==> src/rtl/dpc_pkg.sv <==
package dpc_pkg;

  typedef enum logic [1:0] {
    PFD_FLOAT = 2'd0,
    PFD_UP    = 2'd1,
    PFD_DOWN  = 2'd2
  } pfdState_t;

  typedef struct packed {
    logic refRise;
    logic fbRise;
  } edgeStrobe_t;

endpackage

==> src/rtl/dpc_datapath.sv <==
module dpc_datapath
  import dpc_pkg::*;
#(
  parameter int SYNC_STAGES = 2
) (
  input  logic        clk,
  input  logic        rst,
  input  logic        refIn,
  input  logic        fbIn,
  output edgeStrobe_t strobes,
  output logic        xorErr
);

  localparam int NUM_CH = 2;
  localparam int TOP    = SYNC_STAGES - 1;

  logic [NUM_CH-1:0] inVec;
  logic [NUM_CH-1:0] synced;
  logic [NUM_CH-1:0] rise;
  logic              xorQ;

  assign inVec = {fbIn, refIn};

  for (genvar ch = 0; ch < NUM_CH; ch++) begin : g_ch
    logic [SYNC_STAGES-1:0] syncQ;
    logic                   prevQ;

    always_ff @(posedge clk) begin
      if (rst) begin
        syncQ <= '0;
        prevQ <= 1'b0;
      end else begin
        syncQ <= {syncQ[SYNC_STAGES-2:0], inVec[ch]};
        prevQ <= syncQ[TOP];
      end
    end

    assign synced[ch] = syncQ[TOP];
    assign rise[ch]   = syncQ[TOP] & ~prevQ;
  end

  always_ff @(posedge clk) begin
    if (rst) xorQ <= 1'b0;
    else     xorQ <= synced[0] ^ synced[1];
  end

  assign strobes.refRise = rise[0];
  assign strobes.fbRise  = rise[1];
  assign xorErr          = xorQ;

endmodule

==> src/rtl/dpc_control.sv <==
module dpc_control
  import dpc_pkg::*;
(
  input  logic        clk,
  input  logic        rst,
  input  edgeStrobe_t strobes,
  output logic        pfdDrive,
  output logic        pfdEn,
  output logic        lockDet
);

  pfdState_t stateQ, stateD;

  always_comb begin
    stateD = stateQ;
    unique case (stateQ)
      PFD_FLOAT: begin
        if (strobes.refRise && !strobes.fbRise)      stateD = PFD_UP;
        else if (strobes.fbRise && !strobes.refRise) stateD = PFD_DOWN;
      end
      PFD_UP:   if (strobes.fbRise)  stateD = PFD_FLOAT;
      PFD_DOWN: if (strobes.refRise) stateD = PFD_FLOAT;
      default:  stateD = PFD_FLOAT;
    endcase
  end

  always_ff @(posedge clk) begin
    if (rst) stateQ <= PFD_FLOAT;
    else     stateQ <= stateD;
  end

  assign pfdEn    = (stateQ != PFD_FLOAT);
  assign pfdDrive = (stateQ == PFD_UP);
  assign lockDet  = (stateQ == PFD_FLOAT);

endmodule

==> src/rtl/dual_phase_cmp.sv <==
module dual_phase_cmp
  import dpc_pkg::*;
#(
  parameter int SYNC_STAGES = 2
) (
  input  logic clk,
  input  logic rst,
  input  logic refIn,
  input  logic fbIn,
  output logic xorErr,
  output logic pfdDrive,
  output logic pfdEn,
  output logic lockDet
);

  edgeStrobe_t strobes;

  dpc_datapath #(.SYNC_STAGES(SYNC_STAGES)) dp_i (
    .clk     (clk),
    .rst     (rst),
    .refIn   (refIn),
    .fbIn    (fbIn),
    .strobes (strobes),
    .xorErr  (xorErr)
  );

  dpc_control ctl_i (
    .clk      (clk),
    .rst      (rst),
    .strobes  (strobes),
    .pfdDrive (pfdDrive),
    .pfdEn    (pfdEn),
    .lockDet  (lockDet)
  );

endmodule

==> config.mk <==
export PLATFORM = sky130hd
export DESIGN_NAME = dual_phase_cmp
export DESIGN_NICKNAME = d
export VERILOG_FILES = /design/src/rtl/dpc_pkg.sv /design/src/rtl/dpc_datapath.sv /design/src/rtl/dpc_control.sv /design/src/rtl/dual_phase_cmp.sv
export SDC_FILE = /design/constraint.sdc
export NUM_CORES = 1
export LEC_CHECK = 0
export BUFFER_PORTS_ARGS = -buffer_cell sky130_fd_sc_hd__buf_2
export CELL_PAD_IN_SITES_DETAIL_PLACEMENT = 2
export CELL_PAD_IN_SITES_GLOBAL_PLACEMENT = 2
export CORE_MARGIN = 4
export CORE_UTILIZATION = 24
export DETAILED_ROUTE_END_ITERATION = 12
export PLACE_DENSITY = 0.6
export SKIP_CTS_REPAIR_TIMING = 1
export SLEW_MARGIN = 20
export SYNTH_ARGS = -nofsm -noshare
export SYNTH_HDL_FRONTEND = slang
export SYNTH_SLANG_ARGS = --single-unit
==> constraint.sdc <==
create_clock -name clk -period 1.19 [get_ports clk]
set_clock_uncertainty 0.1 [all_clocks]
set_input_delay 0.119 -clock clk [delete_from_list [all_inputs] [get_ports clk]]
set_output_delay 0.119 -clock clk [all_outputs]
set_load 0.03 [all_outputs]
Yosys cells after proc, flatten, opt, wreduce, memory -nomap -nowiden:

Cells that the tools add are included.

* register bits after elaboration: 9
* output and inout bits: 4

* eq/ne operators: 5
* bitwise logic cells: 5
* reductions and logical operators: 7
* multiplexer cells: 5

Operators by type and width (number)
* $mux W2: 4
* $pmux W2 S3: 1
* $ne A2 B1 Y1 const B: 2
* $ne A3 B1 Y1 const B: 1
* $reduce_and A3 Y1: 1
* $and A1 B1 Y1: 2
* $eq A2 B1 Y1 const B: 1
* $eq A2 B2 Y1 const B: 1
* $logic_and A1 B1 Y1: 2
* $logic_not A1 Y1: 2
* $logic_not A2 Y1: 1
* $not A1 Y1: 2
* $reduce_bool A2 Y1: 1
* $xor A1 B1 Y1: 1

Logic depth before layout (Yosys ltp):

Gate-level depths: netlist (run 1).

* word-level depth: 7
* gate-level depth with buffers: 6
* mapped depth without buffers: 6

Hierarchy:

From an unflattened synthesis (run 1), not the netlist that was laid out.

* cells, all modules: 26
* area, all modules: 294.0 µm²

Modules (own cells, without submodules)
* dpc_datapath: area an instance 202.7 µm², instances 1, cells an instance 17, sequential area each 140.1 µm²
* dpc_control: area an instance 91.3 µm², instances 1, cells an instance 9, sequential area each 40.0 µm²

Worst setup path before layout (run 1):

No wires, ideal clock.

* path type: register to output
* start point: register ctl_i.stateQ[0]
* end point: output pfdEn
* slack: -102 ps
* data arrival time: 1073 ps
* stages on the path, launching flop included: 3
* buffers on the path: 0
* cells stage by stage: dfxtp_1 > nor2_1 > inv_1

* word-level cells in the longest chain between the ends: 1

Ends and longest elaborated chain
* start, declared: line dpc_control.sv:12 `pfdState_t stateQ, stateD;`
* start signal, assigned: line dpc_control.sv:29 `else stateQ <= stateD;`
* $reduce_bool A2 Y1: line dpc_control.sv:32 `assign pfdEn = (stateQ != PFD_FLOAT);`
* end, declared: line dual_phase_cmp.sv:12 `output logic pfdEn,`

Every way passes these cells.

Final worst setup path (run 1):

* start point: register dp_i.g_ch[0].prevQ
* end point: register ctl_i.stateQ[0]

* word-level cells in the longest chain between the ends: 6
* elaborated cells on any way between the ends: 10
* classes of those cells: 2 x eq/ne; 2 x mux; 2 x bitwise; 4 x reduce/logical

Ends and longest elaborated chain
* start, declared: line dpc_datapath.sv:26 `logic prevQ;`
* start signal, assigned: line dpc_datapath.sv:34 `prevQ <= syncQ[TOP];`
* $not A1 Y1 (*): line dpc_datapath.sv:39 `assign rise[ch] = syncQ[TOP] & ~prevQ;`
* $and A1 B1 Y1 (*): line dpc_datapath.sv:39
* $logic_not A1 Y1: line dpc_control.sv:19 `else if (strobes.fbRise && !strobes.refRise) stateD = PFD_DOWN;`
* $logic_and A1 B1 Y1: line dpc_control.sv:19
* $ne A3 B1 Y1 (no line)
* $reduce_and A3 Y1 (no line)

Every way passes the cells marked *; elsewhere a longest branch is shown, timed or not.
A chain may end at the register's enable or synchronous reset.

==> results of run 1 <==
## final timing paths
kind | from | to | slack (ns) | cells after the start
max | dp_i.g_ch[0].prevQ | ctl_i.stateQ[0] | -0.04 | 6
min | rst | ctl_i.stateQ[1] | 0.04 | 2
max reg2reg | dp_i.g_ch[0].prevQ | ctl_i.stateQ[0] | -0.04 | 6
min reg2reg | dp_i.g_ch[0].syncQ[0] | dp_i.g_ch[0].syncQ[1] | 0.35 | 1
## metal layers
| layer | vias to the layer above | track usage |
|---|---|---|
| met5 | - | 0 |
| met4 | 0 | 0.127 |
| met3 | 4 | 0.0488 |
| met2 | 7 | 0.148 |
| met1 | 117 | 0.0709 |
| li1 | 132 | - |
## cell usage after synthesis, drive strengths merged
| cell | number |
|---|---|
| dfxtp | 9 |
| nor2b | 7 |
| nor2 | 3 |
| nor3 | 3 |
| inv | 2 |
| nand2b | 2 |
| a21oi | 1 |
| a22oi | 1 |
| ha | 1 |
| xnor2 | 1 |
## power groups by stage
stage | Clock, mW | Combinational [mW] | Sequential (mW)
after global routing | 0.259 | 0.110 | 0.328
after CTS | 0.256 | 0.0779 | 0.324
after global placement | 0 | 0.0734 | 0.329
final | 0.236 | 0.0993 | 0.326
after floorplan | 0 | 0.0427 | 0.332
after detailed placement | 0 | 0.0779 | 0.331
## stage by stage
stage               cells  total power [mW]  setup TNS [ns]
floorplan              30             0.375               0
global placement       55             0.402         -0.0460
detailed placement     55             0.409          -0.202
CTS                    59             0.658          -0.390
global route           62             0.697          -0.246
finish                 62             0.662         -0.0411
## registers in the layout, summed over array words and instances (netlist names)
name and count:
ctl_i.stateQ 2, dp_i.g_ch.prevQ 2, dp_i.g_ch.syncQ 4, dp_i.xorErr 1
## cell families after synthesis
group / Yosys count
buf+inv: 2
xor+xnor: 1
simple gates: 15
compound gates: 2
flops: 9
fa+ha+maj: 1
## layout make-up
type	instances	area, µm²	area share
Tap cell	14	17.5	0.0345
Inverter	2	7.51	0.0148
Timing Repair Buffer	14	104	0.204
Sequential cell	9	188	0.369
Clock buffer	4	26.3	0.0517
Multi-Input combinational cell	19	165	0.325
==> Implementation_results.wiki, run 1 <==
{| class="wikitable"
! Metric !! Value
|-
| Pin count of the biggest net entering global routing || 10
|-
| Cells taking the most area after synthesis || sky130_fd_sc_hd__dfxtp_1 (57%), sky130_fd_sc_hd__nor2b_1 (14%), sky130_fd_sc_hd__nor3_2 (6.4%)
|-
| Count of unique library cells instantiated by Yosys || 11
|-
| Post-synth top area cell || sky130_fd_sc_hd__dfxtp_1
|-
| DP Worst Slack || -0.101 ns
|-
| Simple logic cell fraction of the synthesized area || 0.295
|-
| Placeable core area || 1170 µm²
|-
| Cell-by-cell trace of the critical path || nand2b_4 -> inv_2 -> ha_4 -> nor2_2 -> a22oi_1 -> nor3_1
|-
| Total routed wirelength || 787 µm
|-
| Mapped Nets || 35
|-
| Area of placed instances || 399 µm²
|-
| Combinational share of power || 0.150
|-
| Post-synthesis compound-gate area fraction || 0.0398
|-
| Detail Placement HPWL || 554 µm
|-
| Class of the tightest hold or removal check || input port to flip-flop
|-
| Post-layout utilization of the core || 0.434
|-
| Nets || 54
|-
| Wire length per cell || 12.7 µm
|-
| TritonCTS Sinks || 9
|-
| Power Density || 1300 nW/µm²
|-
| Post-route cell area || 508 µm²
|-
| Post-synthesis instance area || 314 µm²
|-
| Clock insertion delay at the later pin of the skew report || 0.26 ns
|-
| Mean area per synthesized cell || 10.5 µm²
|-
| Mux cell area share after synthesis || 0
|-
| Outcome || finished with violations
|-
| Leak Pwr || 0.218 nW
|-
| Wire length on met3 || 45 µm
|-
| Maximum cell stage delay along the critical path || 0.31 ns
|-
| Switching share of power || 0.253
|-
| Dominant combinational cell family by area after synthesis || simple AND/OR/NAND/NOR gates
|-
| Met1 layer wirelength in the final routing || 296 µm
|-
| Commonest cells after routing, fill and taps aside || sky130_fd_sc_hd__buf_4 (7), sky130_fd_sc_hd__nor2b_1 (6), sky130_fd_sc_hd__dfxtp_1 (5), sky130_fd_sc_hd__buf_2 (4)
|-
| Max Used Layer || met4
|-
| Maximum Capacitance Violations || 0
|-
| First-pass GRT wire length || 1150 µm
|-
| DIE AREA || 1950 µm²
|-
| Bufs and invs on worst path || 1
|-
| Syn. warnings || 0
|-
| Startpoint types || flip-flop
|-
| Part of the power in the clock network || 0.357
|-
| Worst hold slack after final layout || 0.0351 ns
|-
| Initial core utilization || 0.268
|-
| XOR/XNOR share of the synthesized area || 0.0279
|-
| Area growth, synth to finish || 61.8%
|-
| Slew Limit Fails || 0
|-
| Final WS setup || -0.0411 ns
|-
| Number of endpoints failing setup at the final stage || 1
|-
| Cell type group with the largest total delay on the critical path || flip-flops
|-
| Crit path DAT || 1.28 ns
|-
| Clock slew at reported path FFs || 0.06 ns
|-
| Relative max-transition margin || 0.884
|-
| Total global routing track utilization || 0.0942
|-
| Most common cell after layout, fill and taps aside || sky130_fd_sc_hd__buf_4
|-
| Number of input and output port buffers inserted || 7
|-
| ANT nets after route || 0
|-
| # rows || 12
|-
| Clk buf depth || 2
|-
| Proportion of layout cells with a drive suffix above 1 || 0.604
|-
| Standard cell with the maximum stage delay on the critical path || sky130_fd_sc_hd__dfxtp_1
|-
| Worst slew pin tran || 0.174 ns
|-
| Critical path capture point type || flip-flop
|-
| Yosys top cell area share || 0.574
|-
| CP Data Required Time || 1.24 ns
|-
| Number of register bits inferred by synthesis || 9
|-
| First-pass detailed-route iteration total || 1
|-
| Die Wd || 44.2 µm
|-
| Cells after Synth || 30
|-
| CTS tree || done
|-
| Area share of fa/ha/maj cells after synthesis || 0.0398
|-
| Clock Tree Root || sky130_fd_sc_hd__clkbuf_4
|-
| TritonCTS Buffers || 3
|-
| Largest vdd supply drop || 0.601 mV
|-
| I/O pins || 8
|-
| Violated checks || setup timing
|-
| Share of total power in sequential cells || 0.493
|-
| # fillers || 130
|-
| Antenna diode instance count || 0
|-
| Fmax achieved || 812 MHz
|-
| Design internal power || 0.494 mW
|-
| Final clock period utilization by the worst path || 1.03
|-
| Sequential-to-total area share from yosys stat || 0.574
|-
| # H-tree levels || 1
|-
| Number of global-route vias before repair || 267
|-
| Final number of hold-violating endpoints || 0
|-
| Die extent in y || 44.2 µm
|-
| Worst setup path class || flip-flop to flip-flop
|-
| Initial antenna violation count || 0
|-
| Vias per cell || 4.19
|-
| Final worst path period need || 1.23 ns
|-
| Net switching power figure || 0.168 mW
|-
| DRC marker count from the first detailed-route iteration || 0
|-
| Crit Path Max Fanout || 2
|-
| RePlAce Congestion || 0.607
|-
| Congestion Overflow GR || 0
|-
| RSZ-0062 raised after global routing || yes
|-
| Amount of wire on met2 after detailed routing || 409 µm
|-
| DRC errors left || 0
|-
| Vias || 260
|}
(Power assumes the default switching activity.)
==> run 2, diff against run 1 <==
ABC_AREA = 1   (was unset)
CORE_UTILIZATION = 22   (was 24)
PLACE_DENSITY = 0.61   (was 0.6)
==> Implementation_results.wiki, run 2 <==
{| class="wikitable"
! Metric !! Value
|-
| Outcome || complete, no violations
|-
| Vias || 343 (+32%)
|-
| Most numerous cell in the Yosys netlist || sky130_fd_sc_hd__inv_1
|-
| Min-delay src || rst
|-
| Crit path DAT || 0.96 ns (-0.32 ns)
|-
| Fraction of synthesis flops using an asynchronous set or reset pin || 0 (unchanged)
|-
| Final worst path period need || 1.18 ns (-0.0525 ns)
|-
| Cells taking the most area after synthesis || sky130_fd_sc_hd__dfxtp_1 (52%), sky130_fd_sc_hd__inv_1 (15%), sky130_fd_sc_hd__nand2_1 (9.7%)
|-
| Post-synth top area cell || sky130_fd_sc_hd__dfxtp_1
|-
| Sequential-to-total area share from yosys stat || 0.520 (-0.0538)
|-
| Setup total negative slack || 0 ns (+0.0411 ns)
|-
| DRC marker count from the first detailed-route iteration || 2 (+2)
|-
| RSZ-0062 raised after global routing || yes
|-
| CP Data Required Time || 0.97 ns (-0.27 ns)
|-
| Clk buf depth || 2 (unchanged)
|-
| Antenna diode instance count || 0 (unchanged)
|-
| # fillers || 174 (+34%)
|-
| Wire length per cell || 10.2 µm (-20%)
|-
| TritonCTS Buffers || 3 (unchanged)
|-
| Met3 routing resource usage after global routing || 0.0451 (-0.00367)
|-
| Worst r2r path cells || 7 (+1)
|-
| Met2 Track Usage GR || 0.153 (+0.00478)
|-
| Number of endpoints failing setup at the final stage || 0 (-1)
|-
| Worst flop-to-flop path startpoint || dp_i.g_ch[1].prevQ
|-
| Worst setup path class || flip-flop to output port
|-
| Post-synthesis instance area || 347 µm² (+10%)
|-
| Post-layout utilization of the core || 0.365 (-0.0691)
|-
| Post-route cell area || 543 µm² (+6.9%)
|-
| Mean area per synthesized cell || 7.22 µm² (-31%)
|-
| CTS tree || done
|-
| Met1 usage in global routing || 0.0828 (+0.0119)
|-
| Cells after Synth || 48 (+60%)
|-
| Number of global-route vias before repair || 319 (+19%)
|-
| Area share of fa/ha/maj cells after synthesis || 0.0361 (-0.00374)
|-
| Placeable core area || 1490 µm² (+27%)
|-
| Initial core utilization || 0.233 (-0.0354)
|-
| Dominant combinational cell family by area after synthesis || simple AND/OR/NAND/NOR gates
|-
| TritonCTS Sinks || 9 (unchanged)
|-
| # H-tree levels || 1 (unchanged)
|-
| Top reg by flops || dp_i.g_ch.syncQ
|-
| Total global routing track utilization || 0.0926 (-0.00160)
|-
| Die Wd || 47.7 µm (+8.0%)
|-
| Yosys top cell area share || 0.520 (-0.0538)
|-
| RePlAce Congestion || 0.619 (+2.0%)
|-
| Clock slew at reported path FFs || 0.06 ns (about the same)
|-
| DRC errors left || 0 (unchanged)
|-
| XOR/XNOR share of the synthesized area || 0 (-0.0279)
|-
| Top FF cell, synth || sky130_fd_sc_hd__dfxtp_1
|-
| Max FFs per register || 4 (unchanged)
|-
| Syn. warnings || 0 (unchanged)
|-
| WHS Path Cells || 2 (unchanged)
|-
| Critical path capture point type || output port
|-
| Clock insertion delay at the later pin of the skew report || 0.26 ns (about the same)
|-
| Mapped Nets || 53 (+51%)
|-
| First-pass detailed-route iteration total || 2 (+1)
|-
| Post-synthesis compound-gate area fraction || 0.0144 (-0.0254)
|-
| Worst slew pin tran || 0.153 ns (-0.0211 ns)
|-
| ANT nets after route || 0 (unchanged)
|-
| Reg-to-reg slack, setup || 0.08 ns (+0.12 ns)
|-
| Commonest cells after routing, fill and taps aside || sky130_fd_sc_hd__inv_1 (11), sky130_fd_sc_hd__nor2_1 (8), sky130_fd_sc_hd__nand2_1 (6)
|-
| Final clock period utilization by the worst path || 0.990 (-0.0441)
|-
| First-pass GRT wire length || 1300 µm (+13%)
|-
| Top cell types by occurrence after synthesis || sky130_fd_sc_hd__inv_1 (14), sky130_fd_sc_hd__dfxtp_1 (9), sky130_fd_sc_hd__nand2_1 (9), sky130_fd_sc_hd__nor2_1 (9)
|-
| DIE AREA || 2270 µm² (+17%)
|-
| Congestion Overflow GR || 0 (unchanged)
|-
| Slew Limit Fails || 0 (unchanged)
|-
| R2r endpoint || ctl_i.stateQ[0]
|-
| Detail Placement HPWL || 643 µm (+16%)
|-
| Top Registers || dp_i.g_ch.syncQ: 4 flops, ctl_i.stateQ: 2 flops, dp_i.g_ch.prevQ: 2 flops
|-
| Area growth, synth to finish || 56.7%
|-
| Number of input and output port buffers inserted || 7 (unchanged)
|-
| Power Density || 1750 nW/µm² (+34%)
|-
| Vias per cell || 4.23 (+0.98%)
|-
| Area of placed instances || 427 µm² (+6.9%)
|-
| Total routed wirelength || 827 µm (+5.1%)
|-
| Total power draw || 0.951 mW (+44%)
|-
| Fmax achieved || 848 MHz (+4.5%)
|-
| Relative max-transition margin || 0.898 (+0.0138)
|-
| Terminating pin of the worst hold path || dp_i.g_ch[0].syncQ[1]
|-
| Maximum Capacitance Violations || 0 (unchanged)
|-
| Initial antenna violation count || 0 (unchanged)
|-
| # rows || 14 (+2)
|-
| Nets || 71 (+31%)
|-
| Largest vdd supply drop || 0.591 mV (-1.6%)
|-
| Leak Pwr || 0.267 nW (+23%)
|-
| Most common cell after layout, fill and taps aside || sky130_fd_sc_hd__inv_1
|-
| Clock Tree Root || sky130_fd_sc_hd__clkbuf_4
|-
| Startpoint types || flip-flop
|-
| Count of unique library cells instantiated by Yosys || 9 (-2)
|-
| Class of the tightest hold or removal check || input port to flip-flop
|-
| Simple logic cell fraction of the synthesized area || 0.278 (-0.0168)
|-
| Final number of hold-violating endpoints || 0 (unchanged)
|-
| Global route hottest layer || met2
|-
| Crit Path Max Fanout || 5 (+3)
|-
| Number of register bits inferred by synthesis || 9 (unchanged)
|-
| Die extent in y || 47.7 µm (+8.0%)
|-
| Proportion of layout cells with a drive suffix above 1 || 0.477 (-0.127)
|-
| Number of flops mapped to enable cells by yosys || 0 (unchanged)
|-
| Mux cell area share after synthesis || 0 (unchanged)
|-
| I/O pins || 8 (unchanged)
|-
| Pin count of the biggest net entering global routing || 8 (-2)
|}
[run 2: changes by cell type after synthesis]
cell,before,now
sky130_fd_sc_hd__nor2_2,0,2
sky130_fd_sc_hd__nor2b_1,7,0
sky130_fd_sc_hd__nand2_2,0,1
sky130_fd_sc_hd__nor2_1,3,9
sky130_fd_sc_hd__inv_1,2,14
sky130_fd_sc_hd__nand3_1,0,2
sky130_fd_sc_hd__nand2_1,0,9
sky130_fd_sc_hd__a22oi_1,1,0
sky130_fd_sc_hd__xnor2_1,1,0
sky130_fd_sc_hd__nand2b_1,2,0
sky130_fd_sc_hd__nor3_1,1,0
sky130_fd_sc_hd__nor3_2,2,0
[run 2: per-layer routing]
layer,share of wire,vias up
met2,0.57,6
met5,0,-
met3,0.046,2
li1,-,168
met4,0.015,0
met1,0.37,167
[run 2: area by class of cell]
type                    count  area, µm²  area share
repair buffers             13        104       0.191
well taps                  16       20.0      0.0369
clock buffers               4       26.3      0.0484
inverters                  14       52.6      0.0968
flip-flops and latches      9        189       0.348
multi-input cells          25        151       0.279
[run 2: worst max path at each step]
stage | slack (ns) | end | cells past startpoint | start
floorplan | 0.03 | pfdEn | 2 | ctl_i.stateQ[1]
global placement | 0.003 | ctl_i.stateQ[0] | 8 | dp_i.g_ch[0].prevQ
detailed placement | -0.03 | ctl_i.stateQ[0] | 8 | dp_i.g_ch[0].prevQ
CTS | -0.08 | lockDet | 2 | ctl_i.stateQ[0]
global route | -0.04 | pfdDrive | 3 | ctl_i.stateQ[0]
finish | 0.01 | pfdEn | 3 | ctl_i.stateQ[1]
[run 2: kinds of logic after synthesis]
logic type                 Yosys count
AOI/OAI and AO/OA                    1
adders and majority gates            1
buffers and inverters               14
DFF                                  9
and+or+nand+nor                     23
[run 2: power breakdown]
group	total [mW]	internal [mW]	switching (mW)
clock	0.232	0.129	0.103
combinational	0.362	0.158	0.204
sequential	0.357	0.333	0.0241
total	0.951	0.620	0.331
[run 2: through the flow]
| step | instances | hold WS (ns) | setup WS, ns |
|---|---|---|---|
| after floorplan | 48 | 0.0902 | 0.0348 |
| after global placement | 74 | 0.226 | 0.00325 |
| after detailed placement | 74 | 0.229 | -0.0294 |
| after CTS | 78 | -0.0522 | -0.0790 |
| after global routing | 81 | 0.000817 | -0.0444 |
| final | 81 | 0.000820 | 0.0114 |
[run 2: worst max-delay path: stages (launching register included)]
cell and delay [ns]:
sky130_fd_sc_hd__dfxtp_4 0.36, sky130_fd_sc_hd__nor2_4 0.16, sky130_fd_sc_hd__inv_2 0.05, sky130_fd_sc_hd__buf_6 0.13
==> run 3, diff against run 2 <==
CORE_UTILIZATION = 21   (was 22)
PLACE_DENSITY = 0.6   (was 0.61)
SYNTH_HIERARCHICAL = 1   (was unset)
==> Implementation_results.wiki, run 3 <==
{| class="wikitable"
! Metric !! Value
|-
| Nets || 58 (-18%)
|-
| CTS tree || done
|-
| Relative max-transition margin || 0.877 (-0.0207)
|-
| # H-tree levels || 1 (unchanged)
|-
| DRC errors left || 0 (unchanged)
|-
| Post-synthesis instance area || 302 µm² (-13%)
|-
| Commonest cells after routing, fill and taps aside || sky130_fd_sc_hd__nor2_1 (12), sky130_fd_sc_hd__inv_1 (11), sky130_fd_sc_hd__dfxtp_1 (7), sky130_fd_sc_hd__buf_2 (6)
|-
| Area of placed instances || 358 µm² (-16%)
|-
| DIE AREA || 2110 µm² (-7.4%)
|-
| Sequential-to-total area share from yosys stat || 0.598 (+0.0777)
|-
| Vias per cell || 4.22 (-0.33%)
|-
| I/O pins || 8 (unchanged)
|-
| Crit Path Max Fanout || 3 (-2)
|-
| WHS Path Cells || 2 (unchanged)
|-
| Wire length per cell || 9.96 µm (-2.5%)
|-
| Number of input and output port buffers inserted || 7 (unchanged)
|-
| Initial core utilization || 0.226 (-0.00669)
|-
| Final worst path period need || 1.14 ns (-0.0397 ns)
|-
| Clock insertion delay at the later pin of the skew report || 0.26 ns (about the same)
|-
| Antenna diode instance count || 0 (unchanged)
|-
| Combinational share of power || 0.110 (-0.270)
|-
| Clock Tree Root || sky130_fd_sc_hd__clkbuf_4
|-
| Area growth, synth to finish || 36.5%
|-
| Number of endpoints failing setup at the final stage || 0 (unchanged)
|-
| TritonCTS Sinks || 9 (unchanged)
|-
| Slew Limit Fails || 0 (unchanged)
|-
| Critical path capture point type || output port
|-
| First-pass detailed-route iteration total || 2 (unchanged)
|-
| CP Data Required Time || 0.97 ns (about the same)
|-
| Worst r2r path cells || 4 (-3)
|-
| Fraction of synthesis flops using an asynchronous set or reset pin || 0 (unchanged)
|-
| Mean area per synthesized cell || 7.54 µm² (+4.4%)
|-
| Number of global-route vias before repair || 274 (-14%)
|-
| Design internal power || 0.470 mW (-24%)
|-
| Standard cell with the maximum stage delay on the critical path || sky130_fd_sc_hd__dfxtp_2
|-
| Proportion of layout cells with a drive suffix above 1 || 0.302 (-0.175)
|-
| Startpoint types || flip-flop
|-
| Top Registers || dp_i/g_ch.syncQ: 4 flops, ctl_i/stateQ: 2 flops, dp_i/g_ch.prevQ: 2 flops
|-
| Switching share of power || 0.256 (-0.0927)
|-
| Power Density || 1530 nW/µm² (-12%)
|-
| Largest vdd supply drop || 0.514 mV (-13%)
|-
| TritonCTS Buffers || 3 (unchanged)
|-
| Class of the tightest hold or removal check || input port to flip-flop
|-
| Total global routing track utilization || 0.0845 (-0.00803)
|-
| Die extent in y || 45.9 µm (-3.8%)
|-
| Detail Placement HPWL || 512 µm (-20%)
|-
| Die Wd || 45.9 µm (-3.8%)
|-
| Cells taking the most area after synthesis || sky130_fd_sc_hd__dfxtp_1 (60%), sky130_fd_sc_hd__nor2_1 (17%), sky130_fd_sc_hd__inv_1 (14%)
|-
| Final number of hold-violating endpoints || 0 (unchanged)
|-
| Mapped Nets || 44 (-17%)
|-
| Syn. warnings || 6 (+6)
|-
| Maximum cell stage delay along the critical path || 0.33 ns (-0.03 ns)
|-
| Top reg by flops || dp_i/g_ch.syncQ
|-
| Maximum Capacitance Violations || 0 (unchanged)
|-
| Cell-by-cell trace of the critical path || nor2_2 -> inv_1 -> buf_2
|-
| Post-route cell area || 412 µm² (-24%)
|-
| First-pass GRT wire length || 1090 µm (-16%)
|-
| DRC marker count from the first detailed-route iteration || 1 (-1)
|-
| Congestion Overflow GR || 0 (unchanged)
|-
| Leak Pwr || 0.227 nW (-15%)
|-
| Pin count of the biggest net entering global routing || 9 (+1)
|-
| Final clock period utilization by the worst path || 0.957 (-0.0334)
|-
| Top cell types by occurrence after synthesis || sky130_fd_sc_hd__nor2_1 (14), sky130_fd_sc_hd__inv_1 (11), sky130_fd_sc_hd__dfxtp_1 (9), sky130_fd_sc_hd__nand2_1 (2)
|-
| # rows || 13 (-1)
|-
| Most numerous cell in the Yosys netlist || sky130_fd_sc_hd__nor2_1
|-
| Crit path DAT || 0.92 ns (-0.04 ns)
|-
| Clock slew at reported path FFs || 0.06 ns (about the same)
|-
| Number of register bits inferred by synthesis || 9 (unchanged)
|-
| ANT nets after route || 0 (unchanged)
|-
| Cells after Synth || 40 (-17%)
|-
| Count of unique library cells instantiated by Yosys || 8 (-1)
|-
| Worst slew pin tran || 0.182 ns (+0.0295 ns)
|-
| Yosys top cell area share || 0.598 (+0.0777)
|-
| Share of total power in sequential cells || 0.511 (+0.135)
|-
| Vias || 287 (-16%)
|-
| Net switching power figure || 0.161 mW (-51%)
|-
| Placeable core area || 1330 µm² (-10%)
|-
| # fillers || 162 (-6.9%)
|-
| Part of the power in the clock network || 0.380 (+0.136)
|-
| Total routed wirelength || 677 µm (-18%)
|-
| Top FF cell, synth || sky130_fd_sc_hd__dfxtp_1
|-
| Max FFs per register || 4 (unchanged)
|-
| RePlAce Congestion || 0.716 (+16%)
|-
| Most common cell after layout, fill and taps aside || sky130_fd_sc_hd__nor2_1
|-
| Fmax achieved || 878 MHz (+3.5%)
|-
| Post-synth top area cell || sky130_fd_sc_hd__dfxtp_1
|-
| Outcome || complete, no violations
|-
| Initial antenna violation count || 0 (unchanged)
|-
| Clk buf depth || 2 (unchanged)
|-
| Number of flops mapped to enable cells by yosys || 0 (unchanged)
|-
| Post-layout utilization of the core || 0.309 (-0.0561)
|-
| Worst setup path class || flip-flop to output port
|}
==> run 3: changes by cell type in the layout (fill, tap and decap cells not counted), moves of 2 or more <==
cell and change:
sky130_fd_sc_hd__buf_2 +2, sky130_fd_sc_hd__buf_4 -3, sky130_fd_sc_hd__buf_6 -3, sky130_fd_sc_hd__dfxtp_1 +3, sky130_fd_sc_hd__dfxtp_2 -2, sky130_fd_sc_hd__inv_2 -2
sky130_fd_sc_hd__nand2_1 -4, sky130_fd_sc_hd__nand2_2 -3, sky130_fd_sc_hd__nor2_1 +4
==> run 3: final cells by class <==
type | count | area [µm²] | share of cell area
clock buffer | 4 | 26.3 | 0.0638
inverter | 12 | 45.0 | 0.109
multi-input combinational | 19 | 81.3 | 0.198
sequential | 9 | 183 | 0.444
tap | 15 | 18.8 | 0.0456
timing repair buffer | 9 | 57.6 | 0.140
==> run 3: worst paths after layout <==
path	from	to	slack [ns]
worst max-delay path	ctl_i/stateQ[0]	pfdEn	0.05
worst min-delay path	rst	dp_i/g_ch[1].syncQ[0]	0.04
worst max register to register	dp_i/g_ch[1].syncQ[1]	ctl_i/stateQ[1]	0.25
worst min register to register	dp_i/g_ch[0].syncQ[0]	dp_i/g_ch[0].syncQ[1]	0.31
==> run 3: logic make-up (layout without fill, tap and decap cells) <==
family | Yosys count | after routing | share of synthesized area
AO/OA/AOI/OAI | 2 | 2 | 0.0332
buffers and inverters | 12 | 25 | 0.149
flip-flops | 9 | 9 | 0.598
AND/OR/NAND/NOR | 17 | 17 | 0.220
==> run 3: routing by layer <==
layer / vias to the layer above / routed length (µm) / GRT usage / share of wire
li1: 136 / - / - / -
met1: 138 / 228 / 0.0704 / 0.34
met2: 9 / 364 / 0.126 / 0.54
met3: 4 / 40 / 0.0356 / 0.059
met4: 0 / 43 / 0.119 / 0.064
met5: - / 0 / 0 / 0
==> run 3: power groups by stage <==
stage                     clock network, mW  registers, mW  logic, mW
after detailed placement                  0          0.328     0.0643
final                                 0.240          0.322     0.0691
after CTS                             0.251          0.322     0.0644
after floorplan                           0          0.330     0.0377
after global placement                    0          0.327     0.0592
after global routing                  0.270          0.325     0.0783
==> run 3: worst max-delay path: cells and delay by family (launching register included) <==
| family | cells | cell delay [ns] |
|---|---|---|
| AND/OR/NAND/NOR | 1 | 0.11 |
| flip-flops | 1 | 0.33 |
| buffers and inverters | 2 | 0.21 |
==> run 3: stage by stage <==
| stage | setup WS, ns | std cells | setup TNS [ns] | total power [mW] | hold slack [ns] |
|---|---|---|---|---|---|
| floorplan | 0.107 | 40 | 0 | 0.368 | 0.0902 |
| global placement | 0.313 | 62 | 0 | 0.387 | 0.220 |
| detailed placement | 0.240 | 62 | 0 | 0.393 | 0.231 |
| CTS | -0.0577 | 66 | -0.0577 | 0.637 | -0.0481 |
| global route | -0.00186 | 68 | -0.00186 | 0.673 | 0.0589 |
| finish | 0.0511 | 68 | 0 | 0.631 | 0.0355 |
